**src/rtl/irq_router_pkg.sv**
```systemverilog
package irq_router_pkg;

  // Default level code for a source index; indices past the defined set stay disconnected.
  function automatic int unsigned default_code(input int unsigned src);
    if (src <= 6)       return 0;
    else if (src <= 8)  return 1;
    else if (src <= 12) return 2;
    else if (src <= 15) return 3;
    else if (src <= 18) return 4;
    else if (src <= 20) return 5;
    else if (src <= 23) return 6;
    else                return 15;
  endfunction

  // True when a code selects the given level index.
  function automatic bit code_hits_level(input int unsigned code, input int unsigned lvl);
    return code == lvl;
  endfunction

endpackage

```
**src/rtl/irq_assign_regs.sv**
```systemverilog
module irq_assign_regs #(
  parameter int NUM_REGS = 3,
  parameter int REG_W    = 32,
  parameter int FIELD_W  = 4,
  parameter int ADDR_W   = 2
) (
  input  logic                      clk,
  input  logic                      rst_n,
  input  logic                      wr_en,
  input  logic [ADDR_W-1:0]         wr_idx,
  input  logic [REG_W-1:0]          wr_data,
  output logic [NUM_REGS*REG_W-1:0] cfg_flat
);
  import irq_router_pkg::*;

  localparam int TOT_W   = NUM_REGS * REG_W;
  localparam int NUM_FLD = TOT_W / FIELD_W;

  function automatic logic [TOT_W-1:0] reset_image();
    logic [TOT_W-1:0] img;
    img = '0;
    for (int f = 0; f < NUM_FLD; f++) begin
      img[f*FIELD_W +: FIELD_W] = FIELD_W'(default_code(f));
    end
    return img;
  endfunction

  localparam logic [TOT_W-1:0] RESET_IMG = reset_image();

  for (genvar r = 0; r < NUM_REGS; r++) begin : g_word
    logic hit;
    assign hit = wr_en && (int'(wr_idx) == r);
    always_ff @(posedge clk or negedge rst_n) begin
      if (!rst_n) begin
        cfg_flat[r*REG_W +: REG_W] <= RESET_IMG[r*REG_W +: REG_W];
      end else if (hit) begin
        cfg_flat[r*REG_W +: REG_W] <= wr_data;
      end
    end
  end

endmodule

```
**src/rtl/irq_field_decode.sv**
```systemverilog
module irq_field_decode #(
  parameter int NUM_SRC = 24,
  parameter int NUM_LVL = 7,
  parameter int FIELD_W = 4
) (
  input  logic [NUM_SRC*FIELD_W-1:0] codes,
  output logic [NUM_SRC*NUM_LVL-1:0] sel_flat
);
  import irq_router_pkg::*;

  for (genvar s = 0; s < NUM_SRC; s++) begin : g_src
    logic [FIELD_W-1:0] code;
    assign code = codes[s*FIELD_W +: FIELD_W];
    for (genvar l = 0; l < NUM_LVL; l++) begin : g_lvl
      assign sel_flat[s*NUM_LVL + l] = code_hits_level(int'(code), l);
    end
  end

endmodule

```
**src/rtl/irq_level_merge.sv**
```systemverilog
module irq_level_merge #(
  parameter int NUM_SRC = 24,
  parameter int NUM_LVL = 7
) (
  input  logic [NUM_SRC-1:0]         src_irq,
  input  logic [NUM_SRC*NUM_LVL-1:0] sel_flat,
  output logic [NUM_LVL-1:0]         lvl_irq
);

  for (genvar l = 0; l < NUM_LVL; l++) begin : g_lvl
    logic [NUM_SRC-1:0] column;
    for (genvar s = 0; s < NUM_SRC; s++) begin : g_src
      assign column[s] = src_irq[s] & sel_flat[s*NUM_LVL + l];
    end
    assign lvl_irq[l] = |column;
  end

endmodule

```
**src/rtl/irq_level_router.sv**
```systemverilog
module irq_level_router #(
  parameter int NUM_SRC = 24,
  parameter int NUM_LVL = 7,
  parameter int FIELD_W = 4,
  parameter int REG_W   = 32,
  localparam int FLD_PER_REG = REG_W / FIELD_W,
  localparam int NUM_REGS    = (NUM_SRC + FLD_PER_REG - 1) / FLD_PER_REG,
  localparam int ADDR_W      = (NUM_REGS > 1) ? $clog2(NUM_REGS) : 1
) (
  input  logic               clk,
  input  logic               rst_n,
  input  logic               reg_we,
  input  logic [ADDR_W-1:0]  reg_addr,
  input  logic [REG_W-1:0]   reg_wdata,
  output logic [REG_W-1:0]   reg_rdata,
  input  logic [NUM_SRC-1:0] src_irq,
  output logic [NUM_LVL-1:0] lvl_irq
);

  localparam int TOT_W = NUM_REGS * REG_W;

  logic [TOT_W-1:0]           cfg_flat;
  logic [NUM_SRC*NUM_LVL-1:0] sel_flat;
  logic                       addr_in_bank;

  assign addr_in_bank = int'(reg_addr) < NUM_REGS;

  irq_assign_regs #(
    .NUM_REGS(NUM_REGS), .REG_W(REG_W), .FIELD_W(FIELD_W), .ADDR_W(ADDR_W)
  ) u_regs (
    .clk(clk), .rst_n(rst_n), .wr_en(reg_we), .wr_idx(reg_addr),
    .wr_data(reg_wdata), .cfg_flat(cfg_flat)
  );

  irq_field_decode #(
    .NUM_SRC(NUM_SRC), .NUM_LVL(NUM_LVL), .FIELD_W(FIELD_W)
  ) u_dec (
    .codes(cfg_flat[NUM_SRC*FIELD_W-1:0]), .sel_flat(sel_flat)
  );

  irq_level_merge #(
    .NUM_SRC(NUM_SRC), .NUM_LVL(NUM_LVL)
  ) u_merge (
    .src_irq(src_irq), .sel_flat(sel_flat), .lvl_irq(lvl_irq)
  );

  always_comb begin
    reg_rdata = '0;
    if (addr_in_bank) reg_rdata = cfg_flat[int'(reg_addr)*REG_W +: REG_W];
  end

endmodule

```
**config.mk**
```make
export PLATFORM = sky130hd
export DESIGN_NAME = irq_level_router
export DESIGN_NICKNAME = d
export VERILOG_FILES = /design/src/rtl/irq_router_pkg.sv /design/src/rtl/irq_assign_regs.sv /design/src/rtl/irq_field_decode.sv /design/src/rtl/irq_level_merge.sv /design/src/rtl/irq_level_router.sv
export SDC_FILE = /design/constraint.sdc
export NUM_CORES = 1
export LEC_CHECK = 0
export BUFFER_PORTS_ARGS = -buffer_cell sky130_fd_sc_hd__buf_2
export CAP_MARGIN = 20
export CORE_MARGIN = 2
export CORE_UTILIZATION = 62
export DETAILED_ROUTE_END_ITERATION = 12
export GPL_TIMING_DRIVEN = 1
export PLACE_DENSITY = 0.86
export SLEW_MARGIN = 20
export SYNTH_ARGS = -nofsm -noshare
export SYNTH_HDL_FRONTEND = slang
export SYNTH_SLANG_ARGS = --single-unit
```
**constraint.sdc**
```tcl
create_clock -name clk -period 5.4 [get_ports clk]
set_clock_uncertainty 0.05 [all_clocks]
set_input_delay 0.81 -clock clk [delete_from_list [all_inputs] [get_ports clk]]
set_output_delay 0.81 -clock clk [all_outputs]
set_load 0.05 [all_outputs]
```
==> results of run 1 <==
## cell type report
class / instances / area (um2) / area share (%)
tap: 133 / 166 / 2.39
sequential: 96 / 2430 / 35.0
clock buffer: 10 / 128 / 1.84
multi-input combinational: 514 / 3620 / 52.0
inverter: 3 / 11.3 / 0.162
timing repair buffer: 106 / 551 / 7.92
clock inverter: 6 / 43.8 / 0.630
## cells in the final DEF (no fill, tap or decap), types with 3 or more instances in the layout
cell and count:
a2111oi_0 5, mux2_2 90, nor2b_1 14, and3_1 5
or4_1 4, nand3b_1 18, mux2_1 5, or3b_1 3
inv_1 3, nor3b_1 12, buf_2 98, o32ai_1 6
nor3_1 45, nand2b_1 33, nand2_1 59, nor4_1 32
clkbuf_8 9, mux2i_1 32, nand4_1 33, o21ai_0 34
dfstp_2 25, buf_4 8, a31oi_1 4, nand3_1 9
o22ai_1 7, nor2_1 35, nor4b_1 8, a21oi_1 5
dfrtp_1 71
## stage by stage
step	hold WS [ps]	setup slack, ps	cells	area (um2)
3_5_place_dp	497	1870	852	6780
5_1_grt	374	1770	868	6950
3_3_place_gp	488	1970	852	6780
2_1_floorplan	458	1860	644	6190
6_report	326	1820	868	6950
4_1_cts	351	1900	868	6950
## power by group through the flow
stage | Combinational (W) | Sequential, W | Clock (W)
floorplan | 0.000707 | 0.00103 | 0
global route | 0.000974 | 0.00117 | 0.000472
finish | 0.000923 | 0.00114 | 0.000442
global placement | 0.000887 | 0.00113 | 0
CTS | 0.000912 | 0.00113 | 0.000444
detailed placement | 0.000908 | 0.00114 | 0
## layer usage
layer / share of wire (%) / vias to the layer above / GRT usage, %
met4: 3.1 / 0 / 13.7
met3: 7.7 / 45 / 5.26
met2: 48 / 334 / 64.6
met5: 0 / - / 0
li1: - / 2615 / -
met1: 41 / 2914 / 53.8
## worst min path at each step
stage | start | end | cells past startpoint
finish | rst_n | u_regs.cfg_flat[30]$_DFFE_PN0P_ | 1
global route | rst_n | u_regs.cfg_flat[63]$_DFFE_PN0P_ | 1
CTS | rst_n | u_regs.cfg_flat[30]$_DFFE_PN0P_ | 1
detailed placement | u_regs.cfg_flat[14]$_DFFE_PN0P_ | u_regs.cfg_flat[14]$_DFFE_PN0P_ | 1
global placement | u_regs.cfg_flat[14]$_DFFE_PN0P_ | u_regs.cfg_flat[14]$_DFFE_PN0P_ | 1
floorplan | rst_n | u_regs.cfg_flat[0]$_DFFE_PN0P_ | 0
## cells by family after synthesis
family          after synthesis  share of synthesized area [%]
simple gates                320                           29.0
flops                        96                           39.3
mux                         127                           22.5
compound gates               67                           6.86
buf+inv                      34                           2.35
==> metrics, run 1 <==
FF-to-FF path depth 1; crit path DAT 2720 ps; cell count after synthesis 644; top post-synthesis cells by area dfrtp_1 29%, mux2_2 16%, dfstp_2 11%; CP dominant cell by count buf_2; filler cell count 753; Mapped Area 6190 um2; max-cap viol count 0; GRT Residual Overflow 0; max reg flops 96; DP Wirelength 16100 um; CP max-delay cell nor2b_2; Clock Sinks 96; Fmax achieved 280 MHz; status complete, no violations; Worst R2R End u_regs.cfg_flat[65]$_DFFE_PN0P_; Synth Register Bits 96; reg2reg start u_regs.cfg_flat[65]$_DFFE_PN0P_; Fin Setup TNS 0 ps; core area 9730 um2; CTS HTree Levels 3; initial antenna violation count 0; CP Data Required Time 4540 ps; Avg Inst Size Synth 9.61 um2; Slew HR 41.7%; syn_nets 705; Reg power frac 45.6%; area delta synth->final 12.3%; Top reg by flops u_regs.cfg_flat; worst-case clock buffer depth 2; switching pwr 0.00112 W; hold buffer count at cts 0; Critical Path End reg_rdata[22]; Post-synth top cells 90 x mux2_2, 71 x dfrtp_1, 59 x nand2_1, 45 x nor3_1, 35 x nor2_1; # port buffers 99; Critical Path Source reg_addr[1]; Initial DRC Count 702; Detailed Route WL 20800 um; area share of the largest cell type after synthesis 28.7%; Seq/Total Area, Yosys 39.3%; clock network fraction of total power 17.6%; crit share post-route 66.2%; crit-path cells buf_2, nor2b_2, buf_4, nand2_1, o21ai_0, buf_2; Setup CP Type in2out; Least-Margin Pin Slew 871 ps; total track usage 39.3%; die height 104 um; die width 104 um; diode count 0; Net Sw Frac 44.7%; share of cells above drive strength 1 32.7%; Worst Setup End Kind output port; CTS tree yes; post-CTS setup repair buffer count 0; drt wl/cell 24.0 um; die area 10800 um2; Post-synth EDFFs 0; Stages on worst setup path 6; TritonRoute pass-1 iters 7; clock root cell clkbuf_8; Worst path max stage delay 740 ps; count leader, synth mux2_2; largest net degree at the start of global routing 56; Top Registers u_regs.cfg_flat (96); antenna-violating nets left 0; routed vias/inst 6.81; Most used DFF post-synth dfrtp_1; vias in the first global route 5648; post-CTS resize count 0; min Tclk post-route 3580 ps; Total Power 0.00251 W; Setup-failing EPs final 0; power per cell area 361 nW/um2; nets@finish 791; Max Slew Vio Count 0; final hold viol count 0; post-layout util 71.4%; ys async rst share 100%; Pint 0.00139 W; Final Wtd Congestion 1.07; VDD IR max 295 uV; Initial Util 63.6%; RSZ-0062 raised after global routing no; Leak 2.85 nW; Worst setup SP type primary input; CTS Buf Count 9; Buf/Inv on CP 3; CP max FO 18; Reg clk slew, reported paths 110 ps; via count 5908; Synth area leader dfrtp_1; yosys synthesis warning count 0; reg-to-reg slack, setup 4410 ps; Hold Path Class in2async; number of distinct library cells after synthesis 39; kind of cell adding the most delay to the critical path buffers and inverters; IO Count 100; first-pass GRT wire length 32400 um; worst skew pair latency 380 ps; DRC 0; number of core rows 36; Logic pwr share 36.8%
(Power assumes the default switching activity.)
==> inputs of run 2 (changes only) <==
--- a/config.mk
+++ b/config.mk
@@ -8,10 +8,10 @@
 export BUFFER_PORTS_ARGS = -buffer_cell sky130_fd_sc_hd__buf_2
 export CAP_MARGIN = 20
 export CORE_MARGIN = 2
-export CORE_UTILIZATION = 62
+export CORE_UTILIZATION = 52
 export DETAILED_ROUTE_END_ITERATION = 12
 export GPL_TIMING_DRIVEN = 1
-export PLACE_DENSITY = 0.86
+export PLACE_DENSITY = 0.77
 export SLEW_MARGIN = 20
 export SYNTH_ARGS = -nofsm -noshare
 export SYNTH_HDL_FRONTEND = slang
==> constraint.sdc (replaced) <==
create_clock -name clk -period 3 [get_ports clk]
set_clock_uncertainty 0.05 [all_clocks]
set_input_delay 0.45 -clock clk [delete_from_list [all_inputs] [get_ports clk]]
set_output_delay 0.45 -clock clk [all_outputs]
set_load 0.05 [all_outputs]
==> run 2 against run 1 <==
  * Setup slack lost 1800 ps
  * Critical path type is now reg2out
  * Via count shrank 2.6%
  * Sequential share of layout area shrank 1.1 points
  * First-iteration DRC count shrank 10%
  * Global-route usage shrank 5.1 points
  * Largest cell class unchanged
  * Cell count grew 1.7%
  * Sequential power grew 79%
  * The run now ends with DRC left
  * Combinational power grew 83%
  * Sequential cell count is the same
==> metrics, run 2 (synthesis results as in run 1) <==
share of cells above drive strength 1 33.1%; Non-Filler Instances 883; power per cell area 694 nW/um2; Worst path max stage delay 590 ps; CP Data Required Time 2500 ps; Setup CP Type reg2out; worst-case clock buffer depth 2; reg2reg start u_regs.cfg_flat[10]$_DFFE_PN0P_; Worst Setup End Kind output port; Reg clk slew, reported paths 70 ps; Detailed Route WL 21400 um; TritonRoute pass-1 iters 10; Slew HR 43.1%; die width 113 um; Max Slew Vio Count 0; VDD IR max 478 uV; largest net degree at the start of global routing 95; drt wl/cell 24.2 um; Hold Path Class in2async; setup ws final 27.9 ps; core area 11500 um2; Pint 0.00294 W; Top reg by flops u_regs.cfg_flat; most frequent cells in the layout 98 x buf_2, 90 x mux2_2, 71 x dfrtp_1; # port buffers 99; CTS HTree Levels 3; max reg flops 96; post-CTS setup repair buffer count 0; Fin Setup TNS 0 ps; via count 5754; Setup-failing EPs final 0; clock root cell clkbuf_16; initial antenna violation count 0; area delta synth->final 15.8%; status finished, violations left; dpl cell area 6840 um2; Net Sw Frac 40.8%; Worst setup SP type register; max-cap viol count 0; dpl cells 867; Reg power frac 41.0%; min Tclk post-route 2970 ps; commonest non-fill, non-tap cell in the layout buf_2; number of core rows 39; worst skew pair latency 350 ps; vias in the first global route 5612; CTS tree yes; final hold viol count 0; GRT Residual Overflow 0; IO Count 100; DP Wirelength 16600 um; RSZ-0062 raised after global routing no; Clock Sinks 96; post-layout util 62.2%; failing checks DRC; CP max FO 6; Initial Util 53.7%; die height 113 um; CTS Buf Count 9; hold buffer count at cts 0; Top Registers u_regs.cfg_flat (96); Fmax achieved 336 MHz; routed vias/inst 6.52; crit share post-route 99.1%; DRC 6; post-CTS resize count 0; nets@finish 796; fin area 7160 um2; Initial DRC Count 629; switching pwr 0.00203 W; crit-path cells and3b_1, nor2b_1, or4_1, nor3_1, nand4_1, buf_2; first-pass GRT wire length 32700 um; Leak 2.94 nW; Logic pwr share 34.1%; CP max-delay cell dfstp_2; Critical Path Source u_regs.cfg_flat[76]$_DFFE_PN1P_; Least-Margin Pin Slew 854 ps; crit path DAT 2470 ps; die area 12800 um2; Final Wtd Congestion 1.11; clock network fraction of total power 24.9%; total track usage 34.2%; antenna-violating nets left 0; diode count 0; Place WS 417 ps
run 2: cell types whose count changed in the layout (fill, tap and decap cells not counted), moves of 2 or more:
cell and delta:
clkbuf_8 -9, clkbuf_16 +9, inv_6 -2, bufinv_16 +2, buf_4 +3
run 2: final timing paths:
| kind | to | slack (ps) | cells after the start |
|---|---|---|---|
| max reg2reg | u_regs.cfg_flat[10]$_DFFE_PN0P_ | 2020 | 2 |
| max | lvl_irq[6] | 30 | 6 |
| min reg2reg | u_regs.cfg_flat[15]$_DFFE_PN0P_ | 500 | 1 |
| max in group asynchronous | u_regs.cfg_flat[28]$_DFFE_PN1P_ | 2090 | 2 |
| min in group clk | u_regs.cfg_flat[12]$_DFFE_PN0P_ | 290 | 3 |
| min | u_regs.cfg_flat[62]$_DFFE_PN0P_ | 130 | 1 |
run 2: area by class of cell:
cell class | count | area, um2
inverters | 3 | 11.3
repair buffers | 111 | 604
clock inverters | 5 | 81.3
well taps | 143 | 179
fillers | 971 | 4350
multi-input cells | 514 | 3620
flip-flops and latches | 96 | 2430
clock buffers | 11 | 233
run 2: power by group through the flow:
| stage | combinational, W | sequential (W) | clock [W] |
|---|---|---|---|
| 3_3_place_gp | 0.00165 | 0.00202 | 0 |
| 3_5_place_dp | 0.00167 | 0.00205 | 0 |
| 6_report | 0.00169 | 0.00204 | 0.00124 |
| 2_1_floorplan | 0.00127 | 0.00185 | 0 |
| 4_1_cts | 0.00168 | 0.00202 | 0.00125 |
| 5_1_grt | 0.00180 | 0.00209 | 0.00129 |
run 2: worst max-delay path, delay by kind of cell (launching register included):
family                 cells  cell delay, ps
flip-flops                 1             590
buffers and inverters      1             260
AND/OR/NAND/NOR            5            1260
run 2: routing by layer:
layer / global-route usage, % / vias up / wire (um) / share of wire (%)
met2: 54.1 / 249 / 9840 / 46
met5: 0 / - / 0 / 0
met1: 47.0 / 2833 / 9470 / 44
met3: 6.00 / 45 / 1410 / 6.6
li1: - / 2627 / - / -
met4: 13.6 / 0 / 684 / 3.2
run 2: stage by stage:
step / hold WS (ps) / power, W
2_1_floorplan: 104 / 0.00312
3_3_place_gp: 481 / 0.00367
3_5_place_dp: 485 / 0.00372
4_1_cts: 277 / 0.00495
5_1_grt: 205 / 0.00518
6_report: 131 / 0.00497
